===== src/rtl/stack_seq_pkg.sv =====
package stack_seq_pkg;

  typedef enum logic [2:0] {
    OP_CALL  = 3'd0,
    OP_BR    = 3'd1,
    OP_CBR   = 3'd2,
    OP_MICRO = 3'd3,
    OP_LOAD  = 3'd4,
    OP_STORE = 3'd5,
    OP_LAL   = 3'd6,
    OP_LAH   = 3'd7
  } opcode_e;

  typedef enum logic [1:0] {
    ST_BOOT, ST_EXEC, ST_DATA, ST_DMA
  } seqState_e;

  typedef enum logic [2:0] {
    NXT_INC, NXT_TGT, NXT_RET, NXT_RESET, NXT_IRQ
  } nextSrc_e;

  typedef enum logic [1:0] {
    ADDR_NONE  = 2'd0,
    ADDR_FETCH = 2'd1,
    ADDR_DATA  = 2'd2
  } addrSel_e;

  typedef enum logic [1:0] {
    IMM_ALU = 2'd0,
    IMM_LO  = 2'd1,
    IMM_HI  = 2'd2
  } immMode_e;

  localparam logic [1:0] STK_PUSH = 2'b01;
  localparam logic [1:0] STK_POP  = 2'b10;

  // strobes from control to the address datapath
  typedef struct packed {
    nextSrc_e nextSrc;
    logic     fetch;
    logic     retCur;
  } seqStrobe_t;

endpackage


===== src/rtl/stack_seq_dpath.sv =====
module stack_seq_dpath
  import stack_seq_pkg::*;
#(
  parameter int ADDR_W    = 29,
  parameter int RESET_VEC = 0,
  parameter int IRQ_VEC   = 1
) (
  input  logic              clk,
  input  logic              rstN,
  input  seqStrobe_t        strobe,
  input  logic [ADDR_W-1:0] target,
  input  logic [ADDR_W-1:0] rsTop,
  output logic [ADDR_W-1:0] fetchAddr,
  output logic [ADDR_W-1:0] retAddr
);

  localparam logic [ADDR_W-1:0] RST_ADDR = ADDR_W'(RESET_VEC);
  localparam logic [ADDR_W-1:0] IRQ_ADDR = ADDR_W'(IRQ_VEC);

  logic [ADDR_W-1:0] pcReg;
  logic [ADDR_W-1:0] pcInc;

  assign pcInc = pcReg + ADDR_W'(1);

  always_comb begin
    unique case (strobe.nextSrc)
      NXT_TGT:   fetchAddr = target;
      NXT_RET:   fetchAddr = rsTop;
      NXT_RESET: fetchAddr = RST_ADDR;
      NXT_IRQ:   fetchAddr = IRQ_ADDR;
      default:   fetchAddr = pcInc;
    endcase
  end

  // interrupt resumes at the discarded word, a call after itself
  assign retAddr = strobe.retCur ? pcReg : pcInc;

  always_ff @(posedge clk or negedge rstN) begin
    if (!rstN)             pcReg <= RST_ADDR;
    else if (strobe.fetch) pcReg <= fetchAddr;
  end


  call_ret_chk: assert property (@(posedge clk) disable iff (!rstN)
    (strobe.fetch && strobe.nextSrc == NXT_TGT) |=> (pcInc == $past(target) + ADDR_W'(1)));

endmodule


===== src/rtl/stack_seq_ctrl.sv =====
module stack_seq_ctrl
  import stack_seq_pkg::*;
#(
  parameter int INSTR_W = 32,
  parameter int SEL_W   = 4,
  parameter int LOW_W   = 16
) (
  input  logic               clk,
  input  logic               rstN,
  input  logic [INSTR_W-1:0] instr,
  input  logic               flag,
  input  logic               irqReq,
  input  logic               dmaReq,
  input  logic               statusWr,
  input  logic               statusIe,
  input  logic               statusCe,
  output seqStrobe_t         strobe,
  output addrSel_e           addrSel,
  output logic               memRead,
  output logic               memWrite,
  output logic               busOe,
  output logic               dmaAck,
  output logic               irqAck,
  output logic [SEL_W-1:0]   r1Sel,
  output logic [SEL_W-1:0]   r2Sel,
  output logic               r2Write,
  output logic               psPush,
  output logic               psPop,
  output logic               rsPush,
  output logic               rsPop,
  output logic               pushRet,
  output logic [LOW_W-1:0]   aluField,
  output immMode_e           immMode,
  output logic               intEn,
  output logic               cacheEn
);

  localparam int OP_W    = 3;
  localparam int NXT_BIT = INSTR_W - OP_W - 1;
  localparam int R1_HI   = NXT_BIT - 1;
  localparam int R2_HI   = R1_HI - SEL_W;
  localparam int PS_LO   = LOW_W + 2;
  localparam int RS_LO   = LOW_W;

  opcode_e          op;
  logic             nextBit;
  logic [1:0]       psCode;
  logic [1:0]       rsCode;
  seqState_e        state, nextState, resumeState;
  logic             ieReg, ceReg;
  logic             memIsLoad;
  logic [SEL_W-1:0] memR2;

  assign op       = opcode_e'(instr[INSTR_W-1 -: OP_W]);
  assign nextBit  = instr[NXT_BIT];
  assign psCode   = instr[PS_LO +: 2];
  assign rsCode   = instr[RS_LO +: 2];
  assign aluField = instr[LOW_W-1:0];
  assign r1Sel    = instr[R1_HI -: SEL_W];
  assign intEn    = ieReg;
  assign cacheEn  = ceReg;

  always_comb begin
    nextState = state;
    strobe    = '{nextSrc: NXT_INC, fetch: 1'b0, retCur: 1'b0};
    addrSel   = ADDR_NONE;
    memRead   = 1'b0;
    memWrite  = 1'b0;
    busOe     = 1'b1;
    dmaAck    = 1'b0;
    irqAck    = 1'b0;
    r2Sel     = instr[R2_HI -: SEL_W];
    r2Write   = 1'b0;
    psPush    = 1'b0;
    psPop     = 1'b0;
    rsPush    = 1'b0;
    rsPop     = 1'b0;
    pushRet   = 1'b0;
    immMode   = IMM_ALU;
    unique case (state)
      ST_BOOT: begin
        if (dmaReq) nextState = ST_DMA;
        else begin
          strobe.nextSrc = NXT_RESET;
          strobe.fetch   = 1'b1;
          addrSel        = ADDR_FETCH;
          memRead        = 1'b1;
          nextState      = ST_EXEC;
        end
      end
      ST_EXEC: begin
        if (dmaReq) nextState = ST_DMA;
        else if (irqReq && ieReg) begin
          // behaves as a call to the vector in place of the current word
          irqAck         = 1'b1;
          strobe.nextSrc = NXT_IRQ;
          strobe.fetch   = 1'b1;
          strobe.retCur  = 1'b1;
          addrSel        = ADDR_FETCH;
          memRead        = 1'b1;
          rsPush         = 1'b1;
          pushRet        = 1'b1;
        end else begin
          strobe.fetch = 1'b1;
          addrSel      = ADDR_FETCH;
          memRead      = 1'b1;
          unique case (op)
            OP_CALL: begin
              strobe.nextSrc = NXT_TGT;
              rsPush         = 1'b1;
              pushRet        = 1'b1;
            end
            OP_BR:  strobe.nextSrc = NXT_TGT;
            OP_CBR: strobe.nextSrc = flag ? NXT_INC : NXT_TGT;
            default: begin
              strobe.nextSrc = nextBit ? NXT_RET : NXT_INC;
              psPush = (psCode == STK_PUSH);
              psPop  = (psCode == STK_POP);
              rsPush = (rsCode == STK_PUSH);
              rsPop  = (rsCode == STK_POP);
              unique case (op)
                OP_MICRO: r2Write = 1'b1;
                OP_LAL: begin
                  immMode = IMM_LO;
                  r2Write = 1'b1;
                end
                OP_LAH: begin
                  immMode = IMM_HI;
                  r2Write = 1'b1;
                end
                default: begin
                  immMode   = IMM_LO;
                  nextState = ST_DATA;
                end
              endcase
            end
          endcase
        end
      end
      ST_DATA: begin
        addrSel   = ADDR_DATA;
        memRead   = memIsLoad;
        memWrite  = !memIsLoad;
        r2Write   = memIsLoad;
        r2Sel     = memR2;
        nextState = ST_EXEC;
      end
      default: begin
        dmaAck = 1'b1;
        busOe  = 1'b0;
        if (!dmaReq) nextState = resumeState;
      end
    endcase
  end

  always_ff @(posedge clk or negedge rstN) begin
    if (!rstN) begin
      state       <= ST_BOOT;
      resumeState <= ST_BOOT;
      ieReg       <= 1'b0;
      ceReg       <= 1'b0;
      memIsLoad   <= 1'b0;
      memR2       <= '0;
    end else begin
      state <= nextState;
      if (state != ST_DMA && nextState == ST_DMA) resumeState <= state;
      if (irqAck)        ieReg <= 1'b0;
      else if (statusWr) ieReg <= statusIe;
      if (statusWr) ceReg <= statusCe;
      if (nextState == ST_DATA) begin
        memIsLoad <= (op == OP_LOAD);
        memR2     <= instr[R2_HI -: SEL_W];
      end
    end
  end


  ps_excl_chk: assert property (@(posedge clk) disable iff (!rstN) !(psPush && psPop));

  rs_excl_chk: assert property (@(posedge clk) disable iff (!rstN) !(rsPush && rsPop));

  data_after_addr_chk: assert property (@(posedge clk) disable iff (!rstN)
    (addrSel == ADDR_DATA) |-> ($past(immMode) == IMM_LO && $past(addrSel) == ADDR_FETCH));

  irq_clear_chk: assert property (@(posedge clk) disable iff (!rstN) irqAck |=> !intEn);

  irq_not_in_data_chk: assert property (@(posedge clk) disable iff (!rstN)
    (addrSel == ADDR_DATA || !intEn) |-> !irqAck);

  dma_float_chk: assert property (@(posedge clk) disable iff (!rstN)
    dmaAck |-> (!busOe && !memRead && !memWrite && addrSel == ADDR_NONE));

  dma_over_irq_chk: assert property (@(posedge clk) disable iff (!rstN) dmaReq |-> !irqAck);

endmodule


===== src/rtl/stack_seq.sv =====
module stack_seq
  import stack_seq_pkg::*;
#(
  parameter int INSTR_W   = 32,
  parameter int SEL_W     = 4,
  parameter int LOW_W     = 16,
  parameter int RESET_VEC = 0,
  parameter int IRQ_VEC   = 1,
  localparam int ADDR_W   = INSTR_W - 3
) (
  input  logic               clk,
  input  logic               rstN,
  input  logic [INSTR_W-1:0] instr,
  input  logic               flag,
  input  logic [ADDR_W-1:0]  rsTop,
  input  logic               irqReq,
  input  logic               dmaReq,
  input  logic               statusWr,
  input  logic               statusIe,
  input  logic               statusCe,
  output logic [ADDR_W-1:0]  fetchAddr,
  output logic [1:0]         addrSel,
  output logic               memRead,
  output logic               memWrite,
  output logic               busOe,
  output logic               dmaAck,
  output logic               irqAck,
  output logic [SEL_W-1:0]   r1Sel,
  output logic [SEL_W-1:0]   r2Sel,
  output logic               r2Write,
  output logic               psPush,
  output logic               psPop,
  output logic               rsPush,
  output logic               rsPop,
  output logic               pushRet,
  output logic [ADDR_W-1:0]  retAddr,
  output logic [LOW_W-1:0]   aluField,
  output logic [1:0]         immMode,
  output logic               intEn,
  output logic               cacheEn
);

  seqStrobe_t strobe;
  addrSel_e   addrSelE;
  immMode_e   immModeE;

  assign addrSel = addrSelE;
  assign immMode = immModeE;

  stack_seq_ctrl #(.INSTR_W(INSTR_W), .SEL_W(SEL_W), .LOW_W(LOW_W)) u_ctrl (
    .clk(clk), .rstN(rstN), .instr(instr), .flag(flag),
    .irqReq(irqReq), .dmaReq(dmaReq),
    .statusWr(statusWr), .statusIe(statusIe), .statusCe(statusCe),
    .strobe(strobe), .addrSel(addrSelE), .memRead(memRead), .memWrite(memWrite),
    .busOe(busOe), .dmaAck(dmaAck), .irqAck(irqAck),
    .r1Sel(r1Sel), .r2Sel(r2Sel), .r2Write(r2Write),
    .psPush(psPush), .psPop(psPop), .rsPush(rsPush), .rsPop(rsPop),
    .pushRet(pushRet), .aluField(aluField), .immMode(immModeE),
    .intEn(intEn), .cacheEn(cacheEn)
  );

  stack_seq_dpath #(.ADDR_W(ADDR_W), .RESET_VEC(RESET_VEC), .IRQ_VEC(IRQ_VEC)) u_dpath (
    .clk(clk), .rstN(rstN), .strobe(strobe),
    .target(instr[ADDR_W-1:0]), .rsTop(rsTop),
    .fetchAddr(fetchAddr), .retAddr(retAddr)
  );


  boot_fetch_chk: assert property (@(posedge clk) disable iff (!rstN)
    ($rose(rstN) && !dmaReq) |-> (fetchAddr == ADDR_W'(RESET_VEC) && memRead && !intEn));

  irq_vector_chk: assert property (@(posedge clk) disable iff (!rstN)
    irqAck |-> (fetchAddr == ADDR_W'(IRQ_VEC) && pushRet && !r2Write));

endmodule


===== config.mk =====
export PLATFORM = sky130hd
export DESIGN_NAME = stack_seq
export DESIGN_NICKNAME = d
export VERILOG_FILES = /design/src/rtl/stack_seq_pkg.sv /design/src/rtl/stack_seq_dpath.sv /design/src/rtl/stack_seq_ctrl.sv /design/src/rtl/stack_seq.sv
export SDC_FILE = /design/constraint.sdc
export NUM_CORES = 1
export LEC_CHECK = 0
export BUFFER_PORTS_ARGS = -buffer_cell sky130_fd_sc_hd__buf_4
export CORE_MARGIN = 2
export CORE_UTILIZATION = 51
export CTS_CLUSTER_DIAMETER = 120
export DETAILED_ROUTE_END_ITERATION = 7
export PLACE_DENSITY_LB_ADDON = 0.1
export SKIP_LAST_GASP = 1
export SLEW_MARGIN = 20
export SYNTH_ARGS = -nofsm -noshare
export SYNTH_HDL_FRONTEND = slang
export SYNTH_SLANG_ARGS = --single-unit

===== constraint.sdc =====
create_clock -name clk -period 6.8 [get_ports clk]
set_input_delay 1.36 -clock clk [delete_from_list [all_inputs] [get_ports clk]]
set_output_delay 1.36 -clock clk [all_outputs]
set_load 0.005 [all_outputs]

==> metrics.md, run 1 <==
| Metric | Value |
|---|---|
| CTS Buffer Depth | `2` |
| Setup repair after global routing missed its margin | `no` |
| Most frequent cells in the layout | `buf_4 (171), xnor2_1 (46), nand2_1 (43)` |
| Pin count of the biggest net entering global routing | `41` |
| Post-CTS Setup Repair Bufs | `0` |
| Global route hottest layer | `met2` |
| Tightest Pin Transition | `0.797 ns` |
| Routability congestion estimate | `0.880` |
| Post-synthesis simple-gate area fraction | `22.1%` |
| Crit end category | `primary output` |
| Path type of the worst setup path | `in2out` |
| Initial DRT Pass Iterations | `5` |
| Max Cap Violations | `0` |
| Sequential area share after synthesis | `24.6%` |
| Clock root cell | `clkbuf_8` |
| Yosys cell types | `57` |
| Port Buf Inserts | `167` |
| CTS H-Tree Depth | `2` |
| Min-delay worst type | `reg2reg` |
| Clk_lat worst skew | `0.30 ns` |
| Final Setup Violations | `0` |
| Vias in the first global route | `4290` |
| Crit path launch type | `input port` |
| Fmax | `0.203 GHz` |
| Largest family of logic cells by synthesized area | `compound AO/OA/AOI/OAI gates` |
| Vias per inst | `6.05` |
| Clk_skew | `0.00642 ns` |
| Die Span Y | `93.3 um` |
| Post-CTS resize count | `0` |
| Compound-cell area share of the yosys netlist | `24.1%` |
| DRT iter0 DRCs | `294` |
| Worst setup margin | `1.88 ns` |
| Post-layout util | `67.1%` |
| M1 GR Usage | `40.1%` |
| Min cycle time layout | `4.92 ns` |
| Place WS | `1.93 ns` |
| Lkg Pwr | `2.25 nW` |
| Synthesized instance count | `514` |
| M3 GR Usage | `4.59%` |
| # nets final | `704` |
| Syn Nets | `589` |
| Final wirelength | `13300 um` |
| Yosys reg bits | `40` |
| Fraction of met2 tracks used by global routing | `51.7%` |
| Filler Cells Inserted | `707` |
| CORE AREA | `7730 um2` |
| Critical path data arrival time | `3.56 ns` |
| Max transition margin | `46.4%` |
| Run status | `finished, final reports clean` |
| ANT nets after route | `0` |
| Hold slack | `0.511 ns` |
| Final Hold Fails | `0` |
| Drt drc | `0` |
| Antenna cells | `0` |
| Post-synth EDFFs | `0` |
| Final period utilization | `72.3%` |
| HPWL after DPL | `9750 um` |
| Setup_tns | `0 ns` |
| Synth Warn # | `0` |
| Finished Layout Cells | `729` |
| GRT Util Overall | `30.4%` |
| Layout cells sized above 1 | `31.7%` |
| Maximum vdd drop | `0.205 mV` |
| P per Cell Area | `374 nW/um2` |
| Initial core utilization | `52.6%` |
| Grt ovf | `0` |
| Post-Syn Area per Cell | `7.91 um2` |
| CP required | `5.44 ns` |
| CP Max Fanout | `15` |
| CTS tree | `done` |
| Die area | `8700 um2` |
| Antenna violations before repair | `0` |
| Die width | `93.3 um` |
| Via count | `4414` |
| Total CTS buffers | `5` |
| Row Count | `32` |
| Clock slew at reported path FFs | `0.07 ns` |
| Ys flop type | `dfrtp_1` |
| Area delta synth->final | `27.6%` |
| Top-Level Pins | `168` |
| DR WL/cell | `18.2 um` |
| Mapped Area | `4060 um2` |
| Dpl cells | `724` |
| Hold-fix buffers at CTS | `0` |
| Xor and xnor area share after synthesis | `11.9%` |
| CTS Sinks | `40` |
| Commonest non-fill, non-tap cell in the layout | `buf_4` |
| Multiplexer area fraction after synthesis | `4.09%` |
| Slew Viols, Final | `0` |
| Post-Synth Adder-Cell Area | `1.85%` |
| Async SR Flop Fraction | `100%` |
| First-pass GRT wire length | `21000 um` |
[through the flow]
step	cell area [um2]	total power [mW]
2_1_floorplan	4060	1.26
3_3_place_gp	5110	1.76
3_5_place_dp	5110	1.78
4_1_cts	5180	1.94
5_1_grt	5180	2.08
6_report	5180	1.94
[cells in the mapped netlist, types with 2 or more instances]
library cell	n	share of area [%]
xnor2_1	46	9.9
nand2_1	43	4.0
dfrtp_1	40	25
nor2_1	27	2.5
inv_1	23	2.1
buf_4	22	4.1
nand3_1	22	2.7
a21oi_1	21	2.6
a22oi_1	20	3.7
o21ai_0	20	2.5
clkbuf_1	19	1.8
o22ai_1	19	2.9
buf_2	16	2.0
nand4_1	15	2.3
nor3_1	14	1.7
mux2_2	13	3.6
o32a_1	9	2.2
or3_1	9	1.4
xor2_1	9	1.9
a22o_1	8	1.7
o21ai_1	8	0.99
a211o_1	7	1.5
nor3b_1	7	1.3
o211ai_1	7	1.3
ha_1	6	1.8
and2_1	5	0.77
and3_1	5	0.77
and4_1	5	1.1
nor4_1	5	0.77
a21o_1	4	0.74
buf_6	4	1.1
nor2b_1	4	0.62
o32ai_1	3	0.65
a31oi_1	2	0.31
mux2i_1	2	0.49
nand2b_1	2	0.31
nand3_2	2	0.49
o21a_1	2	0.37
[flip-flops by register name (all words and copies together), names as in the netlist]
name / cells
u_dpath.pcReg: 29
u_ctrl.state: 2
u_ctrl.memIsLoad: 1
u_ctrl.intEn: 1
u_ctrl.cacheEn: 1
u_ctrl.memR2: 4
u_ctrl.resumeState: 2
[metal layers]
metal  up-vias  wire, um
met5         -         0
met3         9      1030
met1      2122      5490
li1       2076         -
met2       207      6590
met4         0       137
[area by class of cell]
type | count | area [um2] | share of cell area [%]
Clock buffer | 5 | 68.8 | 1.33
Inverter | 24 | 90.1 | 1.74
Multi-Input combinational cell | 387 | 2610 | 50.4
Sequential cell | 40 | 1000 | 19.3
Tap cell | 102 | 128 | 2.46
Timing Repair Buffer | 171 | 1280 | 24.8
[critical path, stage by stage]
cell     delay (ns)
buf_4          0.11
and2_1         0.21
nand2_1        0.41
inv_1          0.46
nor3_1         0.51
nand3_1        0.16
xnor2_1        0.19
buf_4          0.14
[logic make-up (layout without fill, tap and decap cells)]
logic type,count (synthesis),count (layout)
AO/OA/AOI/OAI,141,141
XOR/XNOR,55,55
adder cells (fa/ha/maj),6,6
buffers and inverters,87,200
flip-flops,40,40
multiplexers,15,15
AND/OR/NAND/NOR,170,170
[report_power, final]
part           switching (mW)  total (mW)  internal (mW)
Clock                  0.0868       0.153         0.0664
Sequential              0.161       0.503          0.342
Combinational           0.647        1.28          0.636
Total                   0.895        1.94           1.04
[worst paths after layout]
| kind | startpoint | endpoint | slack, ns | cells after the start |
|---|---|---|---|---|
| min in group asynchronous | rstN | u_ctrl.memR2[2]$_DFFE_PN0N_ | 1.05 | 1 |
| max in group asynchronous | rstN | u_dpath.pcReg[15]$_DFFE_PN0P_ | 5.37 | 1 |
| setup reg to reg | u_ctrl.state[0]$_DFF_PN0_ | u_dpath.pcReg[1]$_DFFE_PN0P_ | 3.78 | 9 |
| hold / removal | u_ctrl.memR2[3]$_DFFE_PN0N_ | u_ctrl.memR2[3]$_DFFE_PN0N_ | 0.51 | 1 |
| setup / recovery | irqReq | retAddr[23] | 1.88 | 8 |
| hold reg to reg | u_ctrl.memR2[3]$_DFFE_PN0N_ | u_ctrl.memR2[3]$_DFFE_PN0N_ | 0.51 | 1 |
Power figures use the tool's default switching activity.
==> run 2: changes to the inputs <==
- CORE_UTILIZATION: 51 -> 45
- clock period: 6.8 -> 4.5 ns (I/O delays scaled with it)
==> run 2 against run 1 <==
Compared with the run above: worst hold slack barely moved; power rose by 51%; setup slack got worse by 1.1 ns; combinational power rose by 52%; design area rose by 0.82%; sequential power rose by 51%; utilization fell by 7.2 points; critical path type is now reg2out; largest cell class unchanged.
==> metrics.md, run 2 (synthesized netlist as in run 1, its figures left out) <==
| Metric | Value |
|---|---|
| Max Cap Violations | `0` |
| Tightest Pin Transition | `0.728 ns` |
| Path type of the worst setup path | `reg2out` |
| Antenna cells | `0` |
| Clock slew at reported path FFs | `0.07 ns` |
| Drt drc | `0` |
| Hold slack | `0.511 ns` |
| Top-Level Pins | `168` |
| GRT Util Overall | `26.2%` |
| Place WS | `1.00 ns` |
| Post-route cell area | `5230 um2` |
| Dpl cells | `733` |
| Setup_tns | `0 ns` |
| Die width | `99.0 um` |
| Lkg Pwr | `2.28 nW` |
| CP required | `3.60 ns` |
| Setup repair after global routing missed its margin | `no` |
| Clk_lat worst skew | `0.29 ns` |
| Run status | `finished, final reports clean` |
| Worst setup margin | `0.753 ns` |
| Filler Cells Inserted | `805` |
| Tot Pwr | `2.93 mW` |
| Die Span Y | `99.0 um` |
| DR WL/cell | `17.8 um` |
| Worst Path Buf+Inv | `3` |
| P per Cell Area | `561 nW/um2` |
| HPWL after DPL | `9640 um` |
| Finished Layout Cells | `738` |
| CORE AREA | `8720 um2` |
| DRT iter0 DRCs | `273` |
| Hold-fix buffers at CTS | `0` |
| Post-CTS resize count | `0` |
| Worst path max stage delay | `0.54 ns` |
| Post-layout util | `59.9%` |
| First-pass GRT wire length | `20900 um` |
| Slowest CP cell | `nand3_1` |
| Total CTS buffers | `5` |
| Min-delay worst type | `reg2reg` |
| Critical path data arrival time | `2.85 ns` |
| Slew Viols, Final | `0` |
| Final Setup Violations | `0` |
| Final wirelength | `13100 um` |
| Biggest register | `u_dpath.pcReg` |
| CTS tree | `done` |
| Post-CTS Setup Repair Bufs | `0` |
| Via count | `4372` |
| Min cycle time layout | `3.75 ns` |
| Crit end category | `primary output` |
| Placement-stage cell area | `5160 um2` |
| Layout cells sized above 1 | `32.1%` |
| CP Max Fanout | `24` |
| Initial DRT Pass Iterations | `5` |
| Final period utilization | `83.3%` |
| Area delta synth->final | `28.6%` |
| Antenna violations before repair | `0` |
| Clock root cell | `clkbuf_8` |
| Crit path max-delay family | `simple AND/OR/NAND/NOR gates` |
| # nets final | `707` |
| CTS H-Tree Depth | `2` |
| Routability congestion estimate | `0.927` |
| Max reg flops | `29` |
| Commonest non-fill, non-tap cell in the layout | `buf_4` |
| Pin count of the biggest net entering global routing | `41` |
| Final Hold Fails | `0` |
| Die area | `9810 um2` |
| Clk_skew | `0.00484 ns` |
| Most frequent cells in the layout | `buf_4 (173), xnor2_1 (46), nand2_1 (43)` |
| Grt ovf | `0` |
| CTS Sinks | `40` |
| Vias in the first global route | `4253` |
| CTS Buffer Depth | `2` |
| Initial core utilization | `46.6%` |
| Max transition margin | `51.2%` |
| Crit path cell chain | `inv_1 > ha_1 > nor2b_1 > nand3_1 > buf_12 > o22ai_1 > buf_4` |
| ANT nets after route | `0` |
| Biggest regs | `u_dpath.pcReg: 29 flops, u_ctrl.memR2: 4 flops` |
| Vias per inst | `5.92` |
| Fmax | `0.267 GHz` |
| Crit path launch type | `register` |
| Row Count | `34` |
| Port Buf Inserts | `167` |
| Maximum vdd drop | `0.284 mV` |
[run 2: layout make-up]
| type | count | area (um2) | area share, % |
|---|---|---|---|
| Multi-Input combinational cell | 387 | 2610 | 50.0 |
| Timing Repair Buffer | 174 | 1320 | 25.2 |
| Sequential cell | 40 | 1000 | 19.2 |
| Tap cell | 108 | 135 | 2.59 |
| Inverter | 24 | 90.1 | 1.72 |
| Clock buffer | 5 | 68.8 | 1.32 |
[run 2: worst paths after layout]
path,endpoint,slack (ns),cells past startpoint,start
worst min-delay path,u_ctrl.resumeState[0]$_DFFE_PN0P_,0.51,1,u_ctrl.resumeState[0]$_DFFE_PN0P_
worst max-delay path,fetchAddr[27],0.75,7,u_ctrl.state[1]$_DFF_PN0_
worst max register to register,u_dpath.pcReg[19]$_DFFE_PN0P_,1.23,8,u_ctrl.state[1]$_DFF_PN0_
worst min register to register,u_ctrl.resumeState[0]$_DFFE_PN0P_,0.51,1,u_ctrl.resumeState[0]$_DFFE_PN0P_
max in group asynchronous,u_ctrl.memIsLoad$_DFFE_PN0N_,3.50,1,rstN
min in group asynchronous,u_ctrl.memR2[1]$_DFFE_PN0N_,0.59,1,rstN
[run 2: power breakdown]
| part | leakage, nW | switching, mW | internal [mW] |
|---|---|---|---|
| clock | 0.0359 | 0.122 | 0.100 |
| combinational | 1.74 | 0.976 | 0.974 |
| sequential | 0.503 | 0.242 | 0.517 |
| total | 2.28 | 1.34 | 1.59 |
[run 2: routing by layer]
| layer | wire length [um] | global-route usage (%) | share of wire [%] | vias up |
|---|---|---|---|---|
| li1 | - | - | - | 2091 |
| met1 | 5610 | 34.5 | 43 | 2094 |
| met2 | 6330 | 43.7 | 48 | 158 |
| met3 | 799 | 3.62 | 6.1 | 29 |
| met4 | 364 | 9.80 | 2.8 | 0 |
| met5 | 0 | 0 | 0 | - |
